--- src/rtl/etc_pkg.sv ---
package etc_pkg;
    // Register indices, taken from byte address bits [4:1]
    localparam int CNT_BASE  = 0;
    localparam int CMP_BASE  = 4;
    localparam int STAT_IDX  = 8;
    localparam int CTRL_IDX  = 9;
    // Bit positions inside status and control
    localparam int FLAG_BIT  = 0;
    localparam int EN_BIT    = 0;
endpackage

--- src/rtl/etc_counter.sv ---
module etc_counter
    import etc_pkg::*;
#(
    parameter int HW_W = 16,
    parameter int NHW  = 3
) (
    input  logic                 clk,
    input  logic                 rst_n,
    input  logic                 tick,
    input  logic [NHW-1:0]       cnt_we,
    input  logic [HW_W-1:0]      wdata,
    output logic [NHW*HW_W-1:0]  cnt_q,
    output logic [NHW*HW_W-1:0]  cnt_nxt,
    output logic                 step
);
    localparam int CNT_W = NHW * HW_W;

    typedef struct packed {
        logic [CNT_W-1:0] cnt;
    } cnt_state_t;

    cnt_state_t st_d, st_q;

    always_comb begin
        st_d = st_q;
        step = 1'b0;
        if (|cnt_we) begin
            for (int i = 0; i < NHW; i++) begin
                if (cnt_we[i]) st_d.cnt[i*HW_W +: HW_W] = wdata;
            end
        end else if (tick) begin
            st_d.cnt = st_q.cnt + CNT_W'(1);
            step     = 1'b1;
        end
    end

    always_ff @(posedge clk or negedge rst_n) begin
        if (!rst_n) st_q <= '0;
        else        st_q <= st_d;
    end

    assign cnt_q   = st_q.cnt;
    assign cnt_nxt = st_d.cnt;


    cnt_step_chk: assert property (@(posedge clk) disable iff (!rst_n)
        (tick && cnt_we == '0) |=> cnt_q == $past(cnt_q) + CNT_W'(1));


    cnt_hold_chk: assert property (@(posedge clk) disable iff (!rst_n)
        (!tick && cnt_we == '0) |=> $stable(cnt_q));


    cnt_wr_lo_chk: assert property (@(posedge clk) disable iff (!rst_n)
        (cnt_we == NHW'(1)) |=> (cnt_q[HW_W-1:0] == $past(wdata)) &&
                                (cnt_q[CNT_W-1:HW_W] == $past(cnt_q[CNT_W-1:HW_W])));
endmodule

--- src/rtl/etc_alarm.sv ---
module etc_alarm
    import etc_pkg::*;
#(
    parameter int HW_W = 16,
    parameter int NHW  = 3
) (
    input  logic                 clk,
    input  logic                 rst_n,
    input  logic [NHW-1:0]       cmp_we,
    input  logic                 stat_we,
    input  logic                 ctrl_we,
    input  logic [HW_W-1:0]      wdata,
    input  logic                 step,
    input  logic [NHW*HW_W-1:0]  cnt_nxt,
    output logic [NHW*HW_W-1:0]  cmp_q,
    output logic                 flag_q,
    output logic                 en_q
);
    localparam int CNT_W = NHW * HW_W;

    typedef struct packed {
        logic [CNT_W-1:0] cmp;
        logic             flag;
        logic             en;
    } alarm_state_t;

    alarm_state_t st_d, st_q;
    logic         hit;
    logic         clr_req;

    always_comb begin
        st_d    = st_q;
        hit     = step && (st_q.cmp != '0) && (cnt_nxt == st_q.cmp);
        clr_req = stat_we && wdata[FLAG_BIT];
        for (int i = 0; i < NHW; i++) begin
            if (cmp_we[i]) st_d.cmp[i*HW_W +: HW_W] = wdata;
        end
        if (ctrl_we) st_d.en   = wdata[EN_BIT];
        if (clr_req) st_d.flag = 1'b0;
        if (hit)     st_d.flag = 1'b1;
    end

    always_ff @(posedge clk or negedge rst_n) begin
        if (!rst_n) st_q <= '0;
        else        st_q <= st_d;
    end

    assign cmp_q  = st_q.cmp;
    assign flag_q = st_q.flag;
    assign en_q   = st_q.en;


    flag_src_chk: assert property (@(posedge clk) disable iff (!rst_n)
        $rose(flag_q) |-> $past(step));


    zero_cmp_chk: assert property (@(posedge clk) disable iff (!rst_n)
        $rose(flag_q) |-> $past(cmp_q) != '0);


    flag_clr_chk: assert property (@(posedge clk) disable iff (!rst_n)
        (stat_we && wdata[FLAG_BIT] && !step) |=> !flag_q);


    flag_keep_chk: assert property (@(posedge clk) disable iff (!rst_n)
        (flag_q && !(stat_we && wdata[FLAG_BIT])) |=> flag_q);
endmodule

--- src/rtl/etc_regbus.sv ---
module etc_regbus
    import etc_pkg::*;
#(
    parameter int ADDR_W = 5,
    parameter int HW_W   = 16,
    parameter int NHW    = 3
) (
    input  logic [ADDR_W-1:0]    bus_addr,
    input  logic                 bus_wr,
    input  logic [NHW*HW_W-1:0]  cnt_q,
    input  logic [NHW*HW_W-1:0]  cmp_q,
    input  logic                 flag_q,
    input  logic                 en_q,
    output logic [NHW-1:0]       cnt_we,
    output logic [NHW-1:0]       cmp_we,
    output logic                 stat_we,
    output logic                 ctrl_we,
    output logic [HW_W-1:0]      rdata
);
    localparam int IDX_W = ADDR_W - 1;

    logic [IDX_W-1:0] idx;
    assign idx = bus_addr[ADDR_W-1:1];

    for (genvar g = 0; g < NHW; g++) begin : g_we
        assign cnt_we[g] = bus_wr && (idx == IDX_W'(CNT_BASE + g));
        assign cmp_we[g] = bus_wr && (idx == IDX_W'(CMP_BASE + g));
    end

    assign stat_we = bus_wr && (idx == IDX_W'(STAT_IDX));
    assign ctrl_we = bus_wr && (idx == IDX_W'(CTRL_IDX));

    always_comb begin
        rdata = '0;
        for (int i = 0; i < NHW; i++) begin
            if (idx == IDX_W'(CNT_BASE + i)) rdata = cnt_q[i*HW_W +: HW_W];
            if (idx == IDX_W'(CMP_BASE + i)) rdata = cmp_q[i*HW_W +: HW_W];
        end
        if (idx == IDX_W'(STAT_IDX)) rdata[FLAG_BIT] = flag_q;
        if (idx == IDX_W'(CTRL_IDX)) rdata[EN_BIT]   = en_q;
    end
endmodule

--- src/rtl/elapsed_alarm_timer.sv ---
module elapsed_alarm_timer
    import etc_pkg::*;
#(
    parameter int ADDR_W = 5,
    parameter int HW_W   = 16,
    parameter int NHW    = 3
) (
    input  logic              clk,
    input  logic              rst_n,
    input  logic              tick,
    input  logic [ADDR_W-1:0] bus_addr,
    input  logic              bus_wr,
    input  logic [HW_W-1:0]   bus_wdata,
    output logic [HW_W-1:0]   bus_rdata,
    output logic              irq_out
);
    localparam int CNT_W = NHW * HW_W;

    logic [NHW-1:0]   cnt_we, cmp_we;
    logic             stat_we, ctrl_we;
    logic [CNT_W-1:0] cnt_q, cnt_nxt, cmp_q;
    logic             step, flag_q, en_q;

    etc_regbus #(.ADDR_W(ADDR_W), .HW_W(HW_W), .NHW(NHW)) u_regbus (
        .bus_addr (bus_addr),
        .bus_wr   (bus_wr),
        .cnt_q    (cnt_q),
        .cmp_q    (cmp_q),
        .flag_q   (flag_q),
        .en_q     (en_q),
        .cnt_we   (cnt_we),
        .cmp_we   (cmp_we),
        .stat_we  (stat_we),
        .ctrl_we  (ctrl_we),
        .rdata    (bus_rdata)
    );

    etc_counter #(.HW_W(HW_W), .NHW(NHW)) u_counter (
        .clk     (clk),
        .rst_n   (rst_n),
        .tick    (tick),
        .cnt_we  (cnt_we),
        .wdata   (bus_wdata),
        .cnt_q   (cnt_q),
        .cnt_nxt (cnt_nxt),
        .step    (step)
    );

    etc_alarm #(.HW_W(HW_W), .NHW(NHW)) u_alarm (
        .clk     (clk),
        .rst_n   (rst_n),
        .cmp_we  (cmp_we),
        .stat_we (stat_we),
        .ctrl_we (ctrl_we),
        .wdata   (bus_wdata),
        .step    (step),
        .cnt_nxt (cnt_nxt),
        .cmp_q   (cmp_q),
        .flag_q  (flag_q),
        .en_q    (en_q)
    );

    assign irq_out = flag_q & en_q;
endmodule

--- config.mk ---
export PLATFORM = sky130hd
export DESIGN_NAME = elapsed_alarm_timer
export DESIGN_NICKNAME = d
export VERILOG_FILES = /design/src/rtl/etc_pkg.sv /design/src/rtl/etc_counter.sv /design/src/rtl/etc_alarm.sv /design/src/rtl/etc_regbus.sv /design/src/rtl/elapsed_alarm_timer.sv
export SDC_FILE = /design/constraint.sdc
export NUM_CORES = 1
export LEC_CHECK = 0
export BUFFER_PORTS_ARGS = -buffer_cell sky130_fd_sc_hd__buf_2
export CAP_MARGIN = 20
export CORE_ASPECT_RATIO = 0.5
export CORE_UTILIZATION = 35
export DETAILED_ROUTE_END_ITERATION = 7
export SLEW_MARGIN = 20
export SYNTH_ARGS = -nofsm -noshare
export SYNTH_HDL_FRONTEND = slang
export SYNTH_SLANG_ARGS = --single-unit
--- constraint.sdc ---
create_clock -name clk -period 3.5 [get_ports clk]
set_clock_uncertainty 0.1 [all_clocks]
set_input_delay 0.175 -clock clk [delete_from_list [all_inputs] [get_ports clk]]
set_output_delay 0.175 -clock clk [all_outputs]
set_load 0.02 [all_outputs]
==> results.json, run 1 <==
{
  "leakagePower_nw": 4.27,
  "vias": 9395,
  "grt_pass1_wl_um": 65600,
  "dp_hpwl_um": 37800,
  "cts_made_buffers": 9,
  "critPathCaptureType": "flip-flop",
  "yosysTopAreaCell": "dfrtp_1",
  "crit_path_start_kind": "flip-flop",
  "drive_gt1_share_pct": 30.8,
  "required_ps": 3700,
  "drt_wl_total_um": 47100,
  "grt_setup_unrepaired": "no",
  "synth.top_cell.area_share_pct": 31.2,
  "status": "finished, final reports clean",
  "worstSetupPathType": "flip-flop to flip-flop",
  "max_slew_margin_pct": 19.6,
  "htree_levels": 3,
  "final_core_util_pct": 45.6,
  "synthFlopType": "dfrtp_1",
  "syn_nets": 959,
  "area_growth_pct": 26.8,
  "postSynthCellCount": 932,
  "period_needed_ps": 3480,
  "ys_seq_elements": 98,
  "rows": 38,
  "post_drt_wl_per_cell_um": 33.2,
  "holdWs_ps": 110,
  "maxSlewViolCount": 0,
  "syn_area_um2": 7870,
  "multiInputGateArea_um2": 5000,
  "drtAntennaViolNets": 0,
  "grt_pass1_vias": 8541,
  "cts.clk_slew.worst_paths_ps": 80,
  "grt_max_degree": 53,
  "dp_slack_ps": -105,
  "post_cts_buffers": 0,
  "worstPathArrival_ps": 3670,
  "crit_fanout": 8,
  "detail_route.first_pass.iterations": 7,
  "worst_pin_slew_ps": 1200,
  "die_x_um": 214,
  "port_buffers": 40,
  "grt.total_usage_pct": 41.1,
  "ys_async_sr_fraction_pct": 100,
  "start_util_pct": 36.0,
  "drc": 0,
  "yosys-top-cells-area": "dfrtp_1 (31%), mux2_2 (6.9%), nor2_1 (4.3%)",
  "cellPowerDensity_nw_per_um2": 593,
  "insertion_delay_ps": 390,
  "clockBufferDepth": 2,
  "dieArea_um2": 23100,
  "hold_viol": 0,
  "max_freq_ghz": 0.288,
  "gp_congestion": 1.08,
  "core_region_area_um2": 21900,
  "io_pins": 42,
  "drtIter0Drc": 1498,
  "netlist_top_cells_count": "dfrtp_1 (98), nor2_1 (90), nand2_1 (73)",
  "finalSetupViolations": 0,
  "grt_antenna_before_repair": 2,
  "yosysUniqueCellTypes": 89,
  "cts.sinks": 98,
  "hold_path.class": "primary input to flip-flop",
  "min_period_over_period_pct": 99.3,
  "syn_avg_cell_area_um2": 8.44,
  "die_h_um": 108,
  "drv_cap": 0,
  "area.sequential_um2": 2450,
  "ys_seq_area_share_pct": 31.2,
  "cts-root-buf": "clkbuf_16",
  "setup_ws_ps": 24.6,
  "ir_drop_mv": 0.350,
  "ys_warn_count": 0,
  "synthMostInstantiatedCell": "dfrtp_1",
  "nFillCells": 2255,
  "final_cell_count_no_fill": 1421,
  "finalNetCount": 1141,
  "placed_cells": 1402,
  "grt_overflow": 0,
  "synth_edf_count": 0,
  "cts_tree": "yes",
  "viasPerCell": 6.61
}
where the power goes:
part           switching, mW  internal (mW)
registers              0.490           1.42
logic                   1.69           1.15
clock network          0.510          0.667
total                   2.69           3.23
layer usage:
layer  up-vias  share of wire (%)  GRT usage, %
li1       3946                  -             -
met1      4686                 46          61.2
met2       699                 37          53.6
met3        64                 16          17.4
met4         0                1.7          7.60
met5         -                  0             0
placed cells by master, fill, tap and decap left out, types with 19 or more instances in the layout:
| cell type | instances |
|---|---|
| and3_1 | 19 |
| buf_4 | 193 |
| a21oi_1 | 42 |
| nand3_1 | 42 |
| o21ai_0 | 47 |
| mux2i_1 | 21 |
| dfrtp_1 | 97 |
| xnor2_1 | 19 |
| nor4_1 | 30 |
| inv_1 | 24 |
| nor3_1 | 36 |
| nand2_1 | 73 |
| buf_2 | 39 |
| mux2_2 | 48 |
| nand4_1 | 29 |
| nor2_1 | 88 |
final timing paths:
check	from	to	slack, ps	cells past startpoint
min in group asynchronous	rst_n	u_alarm.cmp_q[13]	300	2
worst max register to register	u_counter.cnt_q[29]	u_alarm.flag_q	20	12
worst max-delay path	u_counter.cnt_q[29]	u_alarm.flag_q	20	12
worst min register to register	u_alarm.cmp_q[38]	u_alarm.cmp_q[38]	440	2
max in group asynchronous	rst_n	u_counter.cnt_q[34]	2230	3
worst min-delay path	bus_wdata[12]	u_alarm.cmp_q[12]	110	2
cell families after synthesis:
| family | count (synthesis) | share of synthesized area [%] |
|---|---|---|
| mux | 70 | 9.83 |
| compound gates | 235 | 21.1 |
| xor+xnor | 29 | 3.23 |
| simple gates | 407 | 27.8 |
| buf+inv | 91 | 6.49 |
| flops | 98 | 31.2 |
| fa+ha+maj | 2 | 0.318 |
worst max-delay path: stages, from the launching register on:
cell and delay (ps):
dfrtp_1 380, buf_4 170, nand3_2 110, or3_4 430, nor4_4 430, buf_4 210, buf_4 160, and3_4 230
mux2_2 340, o2bb2ai_1 160, nor4_1 310, nand4_1 150, o31ai_2 200
metrics by stage:
stage	cell area, um^2	setup TNS [ps]	power (mW)
after floorplan	7870	0	3.10
after global placement	9570	-127	4.54
after detailed placement	9570	-105	4.55
after CTS	9920	0	5.74
after global routing	9980	0	6.08
final	9980	0	5.92
what timing repair did:
action | CTS | global route
pin swaps | 2 | 6
hold buffers | 1 | 0
hold endpoints to repair | 51 | 0
endpoints found under the setup margin | 1 | 1
gates resized for setup | 3 | 16
registers in the layout, indices dropped and copies added (netlist names):
name / count
u_counter.cnt_q: 48
u_alarm.flag_q: 1
u_alarm.cmp_q: 48
u_alarm.en_q: 1
layout make-up:
class                      count  area share, %
antenna                        2         0.0501
clock buffer                  12           2.57
clock inverter                 4          0.740
inverter                      25          0.940
multi-input combinational    743           50.1
sequential                    98           24.6
tap                          300           3.76
timing repair buffer         237           17.3
Power figures use the tool's default switching activity.
==> inputs of run 2 (changes only) <==
--- a/config.mk
+++ b/config.mk
@@ -7,7 +7,6 @@
 export LEC_CHECK = 0
 export BUFFER_PORTS_ARGS = -buffer_cell sky130_fd_sc_hd__buf_2
 export CAP_MARGIN = 20
-export CORE_ASPECT_RATIO = 0.5
 export CORE_UTILIZATION = 35
 export DETAILED_ROUTE_END_ITERATION = 7
 export SLEW_MARGIN = 20
==> run 2 against run 1 <==
- wire length is 9.2% lower
- worst setup slack gained 62 ps
- largest cell class unchanged
- design area fell by 4.5%
- clock power fell by 13%
- maximum frequency grew 1.8%
- final cell count decreased by 4.6%
- critical path type unchanged
==> results.json, run 2 (synthesis results as in run 1) <==
{
  "worstPathArrival_ps": 3590,
  "crit_path_start_kind": "flip-flop",
  "post_drt_wl_per_cell_um": 31.6,
  "placed_cells": 1334,
  "drtIter0Drc": 1356,
  "core_region_area_um2": 22000,
  "worstSetupPathType": "flip-flop to flip-flop",
  "netSwitchingFraction_pct": 46.2,
  "finalNetCount": 1097,
  "grt_setup_unrepaired": "no",
  "clock_power_share_pct": 19.1,
  "dp_hpwl_um": 33700,
  "vias": 8878,
  "viasPerCell": 6.55,
  "final_cell_count_no_fill": 1356,
  "htree_levels": 3,
  "p_sw_mw": 2.49,
  "crit_fanout": 6,
  "clockBufferDepth": 2,
  "drtAntennaViolNets": 0,
  "gp_congestion": 0.985,
  "status": "finished, final reports clean",
  "cts_made_buffers": 9,
  "port_buffers": 40,
  "cts.sinks": 98,
  "setup_tns_ps": 0,
  "max_freq_ghz": 0.293,
  "finalSetupViolations": 0,
  "grt_antenna_before_repair": 1,
  "grt_max_degree": 99,
  "hold_viol": 0,
  "start_util_pct": 35.8,
  "hold_path.class": "primary input to flip-flop",
  "intPower_mw": 2.89,
  "grt_overflow": 0,
  "setup_ws_ps": 87.0,
  "drt_wl_total_um": 42800,
  "period_needed_ps": 3410,
  "multiInputGateArea_um2": 4980,
  "io_pins": 42,
  "final_common_cell": "buf_4",
  "drc": 0,
  "required_ps": 3670,
  "drive_gt1_share_pct": 27.8,
  "cellPowerDensity_nw_per_um2": 564,
  "p_comb_share_pct": 44.9,
  "die_x_um": 152,
  "layout_common_cells": "buf_4 (151), dfrtp_1 (94), nor2_1 (89), nand2_1 (73)",
  "leakagePower_nw": 4.05,
  "area.sequential_um2": 2460,
  "cts_tree": "yes",
  "ir_drop_mv": 0.256,
  "dieArea_um2": 23100,
  "stdcell_area_um2": 9540,
  "dp_slack_ps": -96.2,
  "drv_cap": 0,
  "max_slew_margin_pct": 34.2,
  "area_growth_pct": 21.2,
  "min_period_over_period_pct": 97.5,
  "p_total_mw": 5.38,
  "rows": 54,
  "dpl_cell_area_um2": 9170,
  "grt_pass1_wl_um": 61400,
  "cts-root-buf": "clkbuf_16",
  "die_h_um": 152,
  "maxSlewViolCount": 0,
  "grt.total_usage_pct": 37.3,
  "insertion_delay_ps": 370,
  "detail_route.first_pass.iterations": 6,
  "p_seq_share_pct": 36.0,
  "worst_pin_slew_ps": 981,
  "grt_pass1_vias": 8689,
  "nFillCells": 2236,
  "cts.clk_slew.worst_paths_ps": 80,
  "critPathCaptureType": "flip-flop"
}
[run 2: per-layer routing]
layer	vias up	track usage (%)	wire length [um]
met4	0	18.1	2140
met3	107	9.58	4340
met5	-	0	0
met2	555	56.9	18500
met1	4348	48.9	17900
li1	3868	-	-
[run 2: cell type report]
cell class / instances / area share, %
Antenna cell: 1 / 0.0262
Clock buffer: 9 / 2.36
Clock inverter: 7 / 0.525
Inverter: 25 / 0.984
Multi-Input combinational cell: 743 / 52.2
Sequential cell: 98 / 25.8
Tap cell: 280 / 3.67
Timing Repair Buffer: 193 / 14.5
[run 2: timing repair]
item | CTS | global route
hold buffers | 1 | 0
hold endpoints to repair | 98 | 0
pin swaps | 1 | 3
setup buffers | 1 | 3
endpoints found under the setup margin | 1 | 1
gates resized for setup | 1 | 11
[run 2: final timing paths]
| kind | slack [ps] | from | cells after the start | endpoint |
|---|---|---|---|---|
| worst max-delay path | 90 | u_counter.cnt_q[0] | 12 | u_alarm.flag_q |
| worst min-delay path | 80 | bus_wdata[11] | 3 | u_counter.cnt_q[43] |
| worst max register to register | 90 | u_counter.cnt_q[0] | 12 | u_alarm.flag_q |
| worst min register to register | 440 | u_alarm.en_q | 1 | u_alarm.en_q |
| max in group asynchronous | 2510 | rst_n | 3 | u_alarm.cmp_q[44] |
| min in group asynchronous | 320 | rst_n | 3 | u_counter.cnt_q[3] |
[run 2: critical path, stage by stage (launching register included)]
cell and delay (ps):
dfrtp_1 400, buf_4 180, and3_2 300, nand4_1 220
nor4_4 310, buf_4 180, buf_4 130, and3_1 200
mux2_2 350, o2bb2ai_1 210, nor4_2 380, nand4_1 150
o31ai_1 210
[run 2: stage by stage]
step	hold slack, ps	util, %
after CTS	69.7	43.1
final	79.9	43.4
after detailed placement	201	41.8
after global routing	104	43.4
after floorplan	-221	-
after global placement	195	41.8
[run 2: power by group through the flow]
stage               registers (mW)  logic [mW]  clock network [mW]
finish                        1.94        2.42                1.03
detailed placement            1.93        2.31                   0
floorplan                     1.69        1.41                   0
global placement              1.93        2.33                   0
global route                  1.97        2.55                1.07
CTS                           1.91        2.33                1.04
==> inputs of run 3 (changes only) <==
--- a/config.mk
+++ b/config.mk
@@ -7,7 +7,7 @@
 export LEC_CHECK = 0
 export BUFFER_PORTS_ARGS = -buffer_cell sky130_fd_sc_hd__buf_2
 export CAP_MARGIN = 20
-export CORE_UTILIZATION = 35
+export CORE_UTILIZATION = 40
 export DETAILED_ROUTE_END_ITERATION = 7
 export SLEW_MARGIN = 20
 export SYNTH_ARGS = -nofsm -noshare
==> run 3 against run 2 <==
- first-iteration DRC count fell by 2.4%
- die area down 12%
- worst hold slack improved by 24 ps
- worst setup slack better by 46 ps
- design area rose by 2.3%
- sequential power about the same
- power increased by 3.2%
- sequential share of layout area decreased by 0.61 points
- non-clock buffer count rose by 16
- combinational power up 5%
- via count increased by 2.0%
==> results.json, run 3 (synthesis results as in run 1) <==
{
  "grt.total_usage_pct": 42.0,
  "grt_pass1_vias": 8562,
  "worstSetupPathType": "flip-flop to flip-flop",
  "crit_fanout": 6,
  "cts.sinks": 98,
  "drtIter0Drc": 1324,
  "rows": 50,
  "critPathCaptureType": "flip-flop",
  "ir_drop_mv": 0.306,
  "hold_path.class": "primary input to flip-flop",
  "max_slew_margin_pct": 42.6,
  "dieArea_um2": 20200,
  "vias": 9053,
  "drv_cap": 0,
  "htree_levels": 3,
  "cts_made_buffers": 9,
  "grt_max_degree": 61,
  "dp_hpwl_um": 31900,
  "cts.clk_slew.worst_paths_ps": 70,
  "detail_route.first_pass.iterations": 7,
  "layout_common_cells": "buf_4 (163), dfrtp_1 (97), nor2_1 (89), nand2_1 (73)",
  "clockBufferDepth": 2,
  "placed_cells": 1333,
  "max_freq_ghz": 0.297,
  "required_ps": 3700,
  "period_needed_ps": 3370,
  "gp_congestion": 1.05,
  "holdWs_ps": 104,
  "die_x_um": 142,
  "drc": 0,
  "finalSetupViolations": 0,
  "finalNetCount": 1113,
  "setup_ws_ps": 133,
  "grt_setup_unrepaired": "no",
  "io_pins": 42,
  "final_cell_count_no_fill": 1351,
  "antenna_cells": 0,
  "final_common_cell": "buf_4",
  "core_region_area_um2": 19000,
  "viasPerCell": 6.70,
  "drtAntennaViolNets": 0,
  "drive_gt1_share_pct": 29.1,
  "leakagePower_nw": 4.15,
  "worst_pin_slew_ps": 861,
  "cts-root-buf": "clkbuf_16",
  "worstPathArrival_ps": 3570,
  "die_h_um": 142,
  "grt_pass1_wl_um": 59400,
  "port_buffers": 40,
  "grt_overflow": 0,
  "grt_antenna_before_repair": 2,
  "hold_viol": 0,
  "crit_path_start_kind": "flip-flop",
  "post_drt_wl_per_cell_um": 30.5,
  "maxSlewViolCount": 0,
  "min_period_over_period_pct": 96.2,
  "drt_wl_total_um": 41200,
  "cellPowerDensity_nw_per_um2": 570,
  "insertion_delay_ps": 360,
  "setup_tns_ps": 0,
  "dp_slack_ps": -16.2,
  "stdcell_area_um2": 9750,
  "start_util_pct": 41.4,
  "dpl_cell_area_um2": 9340,
  "status": "finished, final reports clean",
  "area_growth_pct": 23.9,
  "cts_tree": "yes"
}
-- run 3: cell count changes in the layout (fill, tap and decap cells not counted), sizes merged --
cell / before / now
buf: 192 / 208
clkbuf: 9 / 11
inv: 28 / 26
bufinv: 0 / 1
clkinv: 4 / 3
diode: 1 / 0
-- run 3: cell type report --
class	instances	area, um^2
clock buffer	11	243
clock inverter	5	61.3
fill	1936	9270
inverter	25	93.8
multi-input combinational	743	5030
sequential	98	2450
tap	260	325
timing repair buffer	209	1550
-- run 3: through the flow --
stage               total power, mW  util, %
global route                   5.75     51.3
floorplan                      3.10        -
finish                         5.56     51.3
global placement               4.31     49.1
CTS                            5.40     50.8
detailed placement             4.31     49.1
-- run 3: path summary, 6_finish.rpt --
path                                    start                 end  depth (start not counted)  slack [ps]
max                        u_counter.cnt_q[0]      u_alarm.flag_q                         13         130
min                              bus_wdata[6]  u_counter.cnt_q[6]                          3         100
max reg2reg                u_counter.cnt_q[0]      u_alarm.flag_q                         13         130
min reg2reg                      u_alarm.en_q        u_alarm.en_q                          1         440
max in group asynchronous               rst_n   u_alarm.cmp_q[26]                          3        2040
min in group asynchronous               rst_n    u_alarm.cmp_q[5]                          2         340
-- run 3: power by group --
part / leakage [nW] / switching, mW / internal [mW]
clock: 0.151 / 0.509 / 0.582
sequential: 1.15 / 0.508 / 1.41
combinational: 2.85 / 1.47 / 1.07
total: 4.15 / 2.49 / 3.07
-- run 3: critical path, cell delays in order, from the launching register on --
cell and delay [ps]:
dfrtp_1 390, buf_4 180, and3_1 330, o2111a_1 290, buf_4 140, nor3_1 40
o21a_1 190, a2111oi_0 400, nand4_1 300, nor4_2 310, buf_4 150, nand4_1 90
o31ai_1 270, buf_4 140
-- run 3: metal layers --
| metal | part of all wire [%] | vias up | wire length (um) | track usage, % |
|---|---|---|---|---|
| li1 | - | 3889 | - | - |
| met2 | 43 | 631 | 17700 | 62.6 |
| met4 | 5.0 | 0 | 2050 | 20.0 |
| met5 | 0 | - | 0 | 0 |
| met1 | 41 | 4425 | 16800 | 57.2 |
| met3 | 11 | 108 | 4670 | 9.72 |
-- run 3: repair_timing --
| action | CTS | global route |
|---|---|---|
| gates resized for setup | 1 | 17 |
| setup endpoints to repair | 1 | 1 |
| cloned | 0 | 0 |
| endpoints found under the hold margin | 58 | 0 |
| pin swaps | 0 | 4 |
| setup buffers | 1 | 0 |
| hold buffers | 1 | 0 |
